[src/rtl/sshift_pkg.sv]
package sshift_pkg;
  typedef enum logic [1:0] {
    ST_WAIT  = 2'd0,
    ST_XFER  = 2'd1,
    ST_ARMED = 2'd2
  } sh_state_e;

  localparam logic [1:0] SRC_PIN   = 2'b00;
  localparam logic [1:0] SRC_PRESC = 2'b01;
endpackage

[src/rtl/sck_edge_det.sv]
module sck_edge_det #(
  parameter int STAGES = 2
) (
  input  logic clk,
  input  logic rst_n,
  input  logic pin,
  output logic rise,
  output logic fall
);
  logic [STAGES-1:0] sync_q;
  logic              prev_q;

  for (genvar gi = 0; gi < STAGES; gi++) begin : g_sync
    if (gi == 0) begin : g_first
      always_ff @(posedge clk or negedge rst_n)
        if (!rst_n) sync_q[gi] <= 1'b1;
        else        sync_q[gi] <= pin;
    end else begin : g_next
      always_ff @(posedge clk or negedge rst_n)
        if (!rst_n) sync_q[gi] <= 1'b1;
        else        sync_q[gi] <= sync_q[gi-1];
    end
  end

  always_ff @(posedge clk or negedge rst_n)
    if (!rst_n) prev_q <= 1'b1;
    else        prev_q <= sync_q[STAGES-1];

  assign rise = sync_q[STAGES-1] & ~prev_q;
  assign fall = ~sync_q[STAGES-1] & prev_q;

  // a detected rise reflects the pin level STAGES edges earlier
  p_rise_latency_r8: assert property (@(posedge clk) disable iff (!rst_n)
    rise |-> ($past(pin, STAGES) && !$past(pin, STAGES + 1)));
endmodule

[src/rtl/shift_clk_gen.sv]
module shift_clk_gen (
  input  logic clk,
  input  logic rst_n,
  input  logic run,
  input  logic restart,
  input  logic tick,
  output logic sck,
  output logic fall_ev,
  output logic rise_ev
);
  assign fall_ev = run && tick && !restart && sck;
  assign rise_ev = run && tick && !restart && !sck;

  always_ff @(posedge clk or negedge rst_n)
    if (!rst_n)       sck <= 1'b1;
    else if (restart) sck <= 1'b1;
    else if (fall_ev) sck <= 1'b0;
    else if (rise_ev) sck <= 1'b1;
endmodule

[src/rtl/octal_counter.sv]
module octal_counter #(
  parameter int W = 3
) (
  input  logic         clk,
  input  logic         rst_n,
  input  logic         clear,
  input  logic         adv,
  output logic [W-1:0] cnt,
  output logic         wrap
);
  assign wrap = adv && !clear && (&cnt);

  always_ff @(posedge clk or negedge rst_n)
    if (!rst_n)     cnt <= '0;
    else if (clear) cnt <= '0;
    else if (adv)   cnt <= cnt + 1'b1;

  // the counter is back at zero after the eighth advance
  p_wrap_zero_r6: assert property (@(posedge clk) disable iff (!rst_n)
    wrap |=> (cnt == '0));
endmodule

[src/rtl/serial_octet_shifter.sv]
module serial_octet_shifter #(
  parameter int DATA_W      = 8,
  parameter int SYNC_STAGES = 2,
  localparam int NIB_W      = DATA_W / 2
) (
  input  logic             clk,
  input  logic             rst_n,
  input  logic             mode_wr,
  input  logic [1:0]       mode_src,
  input  logic             mode_idle_hi,
  input  logic             start,
  input  logic             wr_lo,
  input  logic             wr_hi,
  input  logic [NIB_W-1:0] wr_nib,
  input  logic             presc_tick,
  input  logic             sck_in,
  output logic             sck_out,
  output logic             sck_oe,
  input  logic             sdi,
  output logic             sdo,
  output logic [NIB_W-1:0] rx_lo,
  output logic [NIB_W-1:0] rx_hi,
  output logic             busy,
  output logic             irq_flag,
  input  logic             irq_clr
);
  import sshift_pkg::*;

  localparam int CNT_W = $clog2(DATA_W);

  function automatic logic [DATA_W-1:0] shift_lsb_first(
    input logic [DATA_W-1:0] cur, input logic din);
    return {din, cur[DATA_W-1:1]};
  endfunction

  sh_state_e         state_q;
  logic [1:0]        src_q;
  logic              idle_q;
  logic [DATA_W-1:0] sh_q;
  logic              sdo_q;
  logic              irq_q;

  logic              use_pin, pin_rise, pin_fall;
  logic              gen_fall, gen_rise, gen_sck, tick_sel;
  logic              xfer_act, start_go, data_ok;
  logic              ev_fall, ev_rise, done_ev, armed_hit, flag_set;
  logic [CNT_W-1:0]  bit_cnt;

  assign use_pin   = (src_q == SRC_PIN);
  assign tick_sel  = (src_q == SRC_PRESC) ? presc_tick : 1'b1;
  assign xfer_act  = (state_q == ST_XFER) && !mode_wr;
  assign start_go  = start && !mode_wr && (state_q != ST_XFER);
  assign data_ok   = (state_q != ST_XFER);
  assign ev_fall   = xfer_act && (use_pin ? pin_fall : gen_fall);
  assign ev_rise   = xfer_act && (use_pin ? pin_rise : gen_rise);
  assign armed_hit = (state_q == ST_ARMED) && !mode_wr && !start_go && pin_rise;
  assign flag_set  = done_ev || armed_hit;

  sck_edge_det #(.STAGES(SYNC_STAGES)) u_edge (
    .clk(clk), .rst_n(rst_n), .pin(sck_in), .rise(pin_rise), .fall(pin_fall));

  shift_clk_gen u_gen (
    .clk(clk), .rst_n(rst_n),
    .run((state_q == ST_XFER) && !use_pin),
    .restart(mode_wr || start_go), .tick(tick_sel),
    .sck(gen_sck), .fall_ev(gen_fall), .rise_ev(gen_rise));

  octal_counter #(.W(CNT_W)) u_cnt (
    .clk(clk), .rst_n(rst_n), .clear(mode_wr || start_go),
    .adv(ev_rise), .cnt(bit_cnt), .wrap(done_ev));

  always_ff @(posedge clk or negedge rst_n)
    if (!rst_n) begin
      state_q <= ST_WAIT;
      src_q   <= SRC_PIN;
      idle_q  <= 1'b0;
      sdo_q   <= 1'b0;
    end else if (mode_wr) begin
      state_q <= ST_WAIT;
      src_q   <= mode_src;
      idle_q  <= mode_idle_hi;
      sdo_q   <= mode_idle_hi;
    end else if (start_go) begin
      state_q <= ST_XFER;
    end else if (state_q == ST_XFER) begin
      if (ev_fall) sdo_q <= sh_q[0];
      if (done_ev) begin
        state_q <= use_pin ? ST_ARMED : ST_WAIT;
        sdo_q   <= idle_q;
      end
    end

  always_ff @(posedge clk or negedge rst_n)
    if (!rst_n) sh_q <= '0;
    else if (ev_rise) sh_q <= shift_lsb_first(sh_q, sdi);
    else begin
      if (data_ok && wr_lo) sh_q[NIB_W-1:0]      <= wr_nib;
      if (data_ok && wr_hi) sh_q[DATA_W-1:NIB_W] <= wr_nib;
    end

  always_ff @(posedge clk or negedge rst_n)
    if (!rst_n)        irq_q <= 1'b0;
    else if (flag_set) irq_q <= 1'b1;
    else if (irq_clr)  irq_q <= 1'b0;

  assign sck_out  = gen_sck;
  assign sck_oe   = !use_pin;
  assign sdo      = sdo_q;
  assign rx_lo    = sh_q[NIB_W-1:0];
  assign rx_hi    = sh_q[DATA_W-1:NIB_W];
  assign busy     = (state_q == ST_XFER);
  assign irq_flag = irq_q;

  // idle output level outside a transfer
  p_idle_sdo_r3: assert property (@(posedge clk) disable iff (!rst_n)
    !busy |-> (sdo == idle_q));
  // generated clock rests high when no transfer runs
  p_sck_idle_r2: assert property (@(posedge clk) disable iff (!rst_n)
    !busy |-> sck_out);
  // counter and state machine agree on idleness
  p_cnt_idle_r4: assert property (@(posedge clk) disable iff (!rst_n)
    !busy |-> (bit_cnt == '0));
  // mode write always leaves the transfer state
  p_abort_r4: assert property (@(posedge clk) disable iff (!rst_n)
    mode_wr |=> !busy);
  // start from a wait state enters the transfer
  p_start_r5: assert property (@(posedge clk) disable iff (!rst_n)
    (start && !busy && !mode_wr) |=> busy);
  // completion sets the flag and ends the transfer
  p_done_r6: assert property (@(posedge clk) disable iff (!rst_n)
    done_ev |=> (irq_flag && !busy));
endmodule

[config.mk]
export PLATFORM = sky130hd
export DESIGN_NAME = serial_octet_shifter
export DESIGN_NICKNAME = d
export VERILOG_FILES = /design/src/rtl/sshift_pkg.sv /design/src/rtl/sck_edge_det.sv /design/src/rtl/shift_clk_gen.sv /design/src/rtl/octal_counter.sv /design/src/rtl/serial_octet_shifter.sv
export SDC_FILE = /design/constraint.sdc
export NUM_CORES = 1
export LEC_CHECK = 0
export BUFFER_PORTS_ARGS = -buffer_cell sky130_fd_sc_hd__buf_2
export CAP_MARGIN = 20
export CORE_UTILIZATION = 30
export CTS_BUF_LIST = sky130_fd_sc_hd__clkbuf_8 sky130_fd_sc_hd__clkbuf_16
export DETAILED_ROUTE_END_ITERATION = 6
export HOLD_SLACK_MARGIN = 0.05
export PLACE_DENSITY_LB_ADDON = 0.1
export RECOVER_POWER = 25
export SLEW_MARGIN = 20
export SYNTH_ARGS = -nofsm -noshare
export SYNTH_HDL_FRONTEND = slang
export SYNTH_HIERARCHICAL = 1
export SYNTH_SLANG_ARGS = --single-unit
[constraint.sdc]
create_clock -name clk -period 3 [get_ports clk]
set_input_delay 0.6 -clock clk [delete_from_list [all_inputs] [get_ports clk]]
set_output_delay 0.6 -clock clk [all_outputs]
set_load 0.05 [all_outputs]
After elaboration in Yosys (flattened, before gate mapping):

Cells that the tools add are included.

* output and inout port bits: 13
* bits in latches: 0
* register bits: 22
* memories kept: 0
* memory bits (read-only): 0
* memory bits (writable): 0
* input port bits: 17

* div/mod/pow operators: 0
* reductions and logical operators: 37
* shift operators: 0
* bitwise operators: 4
* multiplexer cells: 23
* equal/unequal tests: 5
* $mul: 0
* $lt $le $gt $ge: 0
* $add $sub $neg: 1

Operators by type and width (count)
* 1-bit logical AND: 17
* 1-bit 2-to-1 mux: 13
* 3-bit nonzero test: 4
* 2-bit 2-to-1 mux: 5
* 2-bit nonzero test: 5
* 4-bit 2-to-1 mux: 2
* 8-bit 2-to-1 mux: 1
* 3-bit 2-to-1 mux: 2
* 3-bit AND reduction: 2
* 1-bit zero test: 5
* 2-bit by 1-bit equality test with 1-bit output (second input constant): 2
* 3-bit by 1-bit adder with 3-bit output (second input constant): 1
* 1-bit AND: 2
* 2-bit equality test (second input constant): 1
* 2-bit zero test: 1
* 1-bit logical OR: 2
* 2-bit by 1-bit != test with 1-bit output (second input constant): 1
* 2-bit != test (second input constant): 1
* 1-bit inverter: 2
* 2-bit AND reduction: 1

Longest topological paths before layout:

* word-level depth: 15
* gate-level depth with buffers: 14
* mapped depth without buffers: 12

Cells and area by module:

Netlist, hierarchy kept.

Modules (own cells, without submodules)
* serial_octet_shifter: times used 1, cells each 91, sequential area each 375.4 um^2, area each 833.3 um^2
* octal_counter: times used 1, cells each 13, sequential area each 75.1 um^2, area each 147.6 um^2
* sck_edge_det: times used 1, cells each 5, sequential area each 78.8 um^2, area each 93.8 um^2
* shift_clk_gen: times used 1, cells each 6, sequential area each 26.3 um^2, area each 57.6 um^2

Least setup slack after synthesis:

Ideal clock, no wire load.

* path kind: register -> register
* start point: register state_q[1]
* end point: register sdo_q, in the netlist sdo
* clock period less this slack: 3.368 ns
* arrival: 3.245 ns
* path buffers: 2
* path slack: -0.368 ns
* stages on the path, launching flop included: 15
* cells stage by stage: dfrtp_1 -> nand2b_1 -> inv_1 -> clkbuf_1 -> o21ai_0 -> nor3_1 -> o21ai_2 -> a21o_1 -> buf_6 -> inv_1 -> nand2_1 -> nor2_1 -> mux2_2 -> o22ai_1 -> a21oi_1

* elaborated cells between the ends (all ways): 25
* those cells by class: eq/ne (3); mux (6); reduce/logical (16)

RTL lines
* start, declared: line serial_octet_shifter.sv:36 `sh_state_e state_q;`
* start signal, assigned: line serial_octet_shifter.sv:88 `state_q <= use_pin ? ST_ARMED : ST_WAIT;`
* 2-bit by 1-bit equality test with 1-bit output *
* named net busy: line serial_octet_shifter.sv:23 `output logic busy,`
* 1-bit logical AND *: line serial_octet_shifter.sv:64 `.run((state_q == ST_XFER) && !use_pin),`
* 1-bit logical AND * (2 in series): line shift_clk_gen.sv:11, shift_clk_gen.sv:12
* 1-bit logical AND *: line shift_clk_gen.sv:12 `assign rise_ev = run && tick && !restart && !sck;`
* named net gen_rise: line serial_octet_shifter.sv:44 `logic gen_fall, gen_rise, gen_sck, tick_sel;`
* 1-bit 2-to-1 mux *: line serial_octet_shifter.sv:55 `assign ev_rise = xfer_act && (use_pin ? pin_rise : gen_rise);`
* 1-bit logical AND *: line serial_octet_shifter.sv:55
* named net ev_rise: line serial_octet_shifter.sv:46 `logic ev_fall, ev_rise, done_ev, armed_hit, flag_set;`
* 1-bit logical AND * (2 in series): line octal_counter.sv:11 `assign wrap = adv && !clear && (&cnt);`
* named net done_ev: line serial_octet_shifter.sv:46
* 1-bit 2-to-1 mux: line serial_octet_shifter.sv:87 `if (done_ev) begin`
* 1-bit 2-to-1 mux: line serial_octet_shifter.sv:85 `end else if (state_q == ST_XFER) begin`
* 1-bit 2-to-1 mux: line serial_octet_shifter.sv:83 `end else if (start_go) begin`
* 1-bit 2-to-1 mux: line serial_octet_shifter.sv:78 `end else if (mode_wr) begin`
* end signal, assigned: line serial_octet_shifter.sv:82 `sdo_q <= mode_idle_hi;`
* end signal, assigned: line serial_octet_shifter.sv:86 `if (ev_fall) sdo_q <= sh_q[0];`
* end signal, assigned: line serial_octet_shifter.sv:89 `sdo_q <= idle_q;`
* end, declared: line serial_octet_shifter.sv:40 `logic sdo_q;`

The timed path passes the listed nets; every way through them passes the cells marked *. The select of a mux whose other input is x is not followed.
A chain may end at the register's enable or synchronous reset.

Worst setup path after layout:

* start point: register state_q[1]
* end point: register sdo_q, in the netlist sdo

* longest elaborated chain between the ends: 14
* elaborated cells between the ends (all ways): 25
* those cells by class: eq/ne (3); mux (6); reduce/logical (16)

Ends and longest elaborated chain
* 2-bit by 1-bit != test with 1-bit output: line serial_octet_shifter.sv:52 `assign start_go = start && !mode_wr && (state_q != ST_XFER);`
* 1-bit logical AND: line serial_octet_shifter.sv:52
* 1-bit logical OR: line serial_octet_shifter.sv:65 `.restart(mode_wr || start_go), .tick(tick_sel),`
* 1-bit zero test: line shift_clk_gen.sv:12
* 1-bit logical AND * (2 in series): line shift_clk_gen.sv:12
* named net gen_rise: line serial_octet_shifter.sv:44
* 1-bit 2-to-1 mux *: line serial_octet_shifter.sv:55
* 1-bit logical AND *: line serial_octet_shifter.sv:55
* named net ev_rise: line serial_octet_shifter.sv:46
* 1-bit logical AND * (2 in series): line octal_counter.sv:11
* named net done_ev: line serial_octet_shifter.sv:46
* 1-bit 2-to-1 mux: line serial_octet_shifter.sv:87
* 1-bit 2-to-1 mux: line serial_octet_shifter.sv:85
* 1-bit 2-to-1 mux: line serial_octet_shifter.sv:83
* 1-bit 2-to-1 mux: line serial_octet_shifter.sv:78

Marks and branches as above.

==> impl_metrics.env <==
export IMPL_status="finished, final reports clean"
export IMPL_p_seq_frac=0.465
export IMPL_post_dp_cell_area_um2=1320
export IMPL_setup_viol=0
export IMPL_pwr_share_clk=0.286
export IMPL_floorplan_rows=21
export IMPL_min_to="u_edge/sync_q[1]"
export IMPL_rsz0062_at_grt="no"
export IMPL_period_minus_slack_ps=2640
export IMPL_p_comb_frac=0.249
export IMPL_grt_busiest_layer="met2"
export IMPL_fill_cells=363
export IMPL_ys_seq_area_frac=0.491
export IMPL_timing_rr_start="state_q[1]"
export IMPL_stdcell_area_um2=1380
export IMPL_wl_per_cell_um=13.6
export IMPL_drive_gt1_frac=0.331
export IMPL_fin_crit_sh=0.881
export IMPL_synthToLayoutAreaGrowth_pct=22.0
export IMPL_maxSlewHeadroom=0.216
export IMPL_synth_nets=134
export IMPL_crit_arrival_ps=2790
export IMPL_intPower_uw=495
export IMPL_r2r_cells=12
export IMPL_final_max_slew_viol_count=0
export IMPL_die_w_um=63.4
export IMPL_cp_end_kind="flop"
export IMPL_syn_inst=115
export IMPL_use_met1=0.221
export IMPL_r2r_setup_slack_ps=360
export IMPL_cp_start_kind="flop"
export IMPL_grt_start_max_net_pins=23
export IMPL_antennaDiodeCount=0
export IMPL_synth_area_um2=1130
export IMPL_reg2reg_to="sdo"
export IMPL_dp_hpwl_mm=2.02
export IMPL_max_cap_violations=0
export IMPL_cts_hold_buffers=0
export IMPL_use_met3=0.0290
export IMPL_hold_path_depth=0
export IMPL_critPathSlowestCell="dfrtp_1"
export IMPL_design_die_area_um2=4020
export IMPL_clock_path_buffers=2
export IMPL_grt_usage=0.155
export IMPL_dp_cells=187
export IMPL_path_clk_slew_ps=80
export IMPL_utilization=0.398
export IMPL_ant_nets=0
export IMPL_core_area_um2=3470
export IMPL_drc=0
export IMPL_cts_root_buffer_cell="clkbuf_8"
export IMPL_drt_iter0_drc=84
export IMPL_crit_path_max_fanout=11
export IMPL_nets=165
export IMPL_antenna_found_initial=0
export IMPL_hold_violations=0
export IMPL_clock_sinks=22
export IMPL_grt_pass1_vias=985
export IMPL_fin_skew_ps=4.30
export IMPL_p_sw_uw=255
export IMPL_tns_ps=0
export IMPL_hold_class="flop to flop"
export IMPL_grt_pass1_wl_mm=4.78
export IMPL_vdd_drop_max_mv=0.148
export IMPL_required_ps=3150
export IMPL_via_per_inst=5.07
export IMPL_numCtsBuffers=3
export IMPL_place_congestion=0.817
export IMPL_drtPass1Iterations=4
export IMPL_p_per_area_nw_per_um2=543
export IMPL_syn_mean_instance_area_um2=9.85
export IMPL_p_leak_nw=0.618
export IMPL_yosysWarnings=6
export IMPL_die_h_um=63.4
export IMPL_slowest_delay_ps=420
export IMPL_worstHoldStart="u_edge/sync_q[0]"
export IMPL_io_buffers=29
export IMPL_synth_cell_type_count=31
export IMPL_path_class="flop to flop"
export IMPL_drt_total_wl_mm=2.59
export IMPL_grt_ovfl_total=0
export IMPL_initial_core_util=0.326
export IMPL_vias=968
export IMPL_clk_latency_ps=260
export IMPL_most_common_layout_cells="buf_2 (28), dfrtp_1 (18), nor2_1 (12)"
export IMPL_max_freq_ghz=0.378
export IMPL_crit_chain="nand2b_4 > nor2_1 > nand2_1 > nor3_1 > o21ai_2 > a21o_2 > inv_1 > nand2_1 > nor2_1 > mux2_2 > o22ai_1 > a21oi_1"
export IMPL_worstMarginPinSlew_ps=1180
export IMPL_htreeDepth=1
export IMPL_final_common_cell="buf_2"
export IMPL_io_pins=30
export IMPL_ys_ff_latch=22
export IMPL_fin_cells=191
export IMPL_p_sw_frac=0.340
export IMPL_met2_usage=0.222
export IMPL_cts_tree="built"
==> power by group through the flow <==
stage	Sequential [mW]	Clock, mW	Combinational (mW)
after floorplan	0.418	0	0.0649
after global placement	0.355	0	0.188
after detailed placement	0.354	0	0.188
after CTS	0.349	0.224	0.188
after global routing	0.354	0.236	0.203
final	0.349	0.214	0.187
==> cell usage after synthesis (all sizes together) <==
| library cell | instances | area [µm²] |
|---|---|---|
| dfrtp | 18 | 450 |
| nor2 | 12 | 45.0 |
| o21ai | 11 | 58.8 |
| a211oi | 9 | 67.6 |
| nand3 | 9 | 45.0 |
| a31oi | 8 | 50.1 |
| inv | 8 | 30.0 |
| dfstp | 4 | 105 |
| mux2 | 4 | 45.0 |
| nand2 | 4 | 15.0 |
| a21oi | 3 | 18.8 |
| buf | 3 | 27.5 |
| clkbuf | 3 | 11.3 |
| or3b | 3 | 26.3 |
| ha | 2 | 25.0 |
| mux2i | 2 | 20.0 |
| nor3 | 2 | 10.0 |
| a21o | 1 | 7.51 |
| a32o | 1 | 10.0 |
| a32oi | 1 | 8.76 |
| and2b | 1 | 8.76 |
| and4b | 1 | 10.0 |
| nand2b | 1 | 6.26 |
| nor2b | 1 | 6.26 |
| o22ai | 1 | 6.26 |
| o41ai | 1 | 8.76 |
| xnor2 | 1 | 8.76 |
==> logic make-up after synthesis <==
family,Yosys count,share of synthesized area
flops,22,0.491
xor+xnor,1,0.00774
compound gates,36,0.209
simple gates,34,0.152
mux,6,0.0575
buf+inv,14,0.0608
fa+ha+maj,2,0.0221
==> critical path: cells and delay by family (launching register included) <==
family                 cells  cell delay, ps
AO/OA/AOI/OAI              4             700
buffers and inverters      1             160
flip-flops                 1             420
multiplexers               1             350
AND/OR/NAND/NOR            6             910
==> repair_timing <==
| item | CTS | global route |
|---|---|---|
| endpoints found under the hold margin | 0 | 0 |
| buffers inserted | 0 | 0 |
| resized for setup | 0 | 3 |
| endpoints found under the setup margin | 0 | 1 |
==> registers in the layout, indices dropped and copies added (netlist names) <==
name,flops
idle_q,1
irq_flag,1
sdo,1
sh_q,8
src_q,2
state_q,2
u_cnt/cnt,3
u_edge/prev_q,1
u_edge/sync_q,2
u_gen/sck,1
==> per-stage QoR <==
stage | power (mW) | hold slack [ps] | worst slack, ps
6_report | 0.750 | 363 | 356
5_1_grt | 0.792 | 375 | 71.6
4_1_cts | 0.761 | 307 | 169
3_5_place_dp | 0.542 | 347 | 200
3_3_place_gp | 0.543 | 346 | 276
2_1_floorplan | 0.483 | 304 | 6.19
==> worst max path at each step <==
stage                          start  end  slack (ps)  cells after the start
after floorplan           state_q[1]  sdo           6                     14
after global placement    state_q[1]  sdo         280                     12
after detailed placement  state_q[1]  sdo         200                     12
after CTS                 state_q[1]  sdo         170                     12
after global routing      state_q[1]  sdo          70                     13
final                     state_q[1]  sdo         360                     12
==> routing by layer <==
metal | vias up | wire (µm) | part of all wire
met3 | 4 | 167 | 0.064
met5 | - | 0 | 0
met4 | 0 | 43 | 0.017
li1 | 478 | - | -
met1 | 449 | 1250 | 0.48
met2 | 37 | 1140 | 0.44
==> area by class of cell <==
| type | instances | area, µm² | area share |
|---|---|---|---|
| Clock buffer | 4 | 55.1 | 0.0399 |
| Inverter | 8 | 30.0 | 0.0217 |
| Multi-Input combinational cell | 79 | 517 | 0.374 |
| Sequential cell | 22 | 556 | 0.402 |
| Tap cell | 46 | 57.6 | 0.0417 |
| Timing Repair Buffer | 32 | 166 | 0.120 |
(Power assumes the default switching activity.)
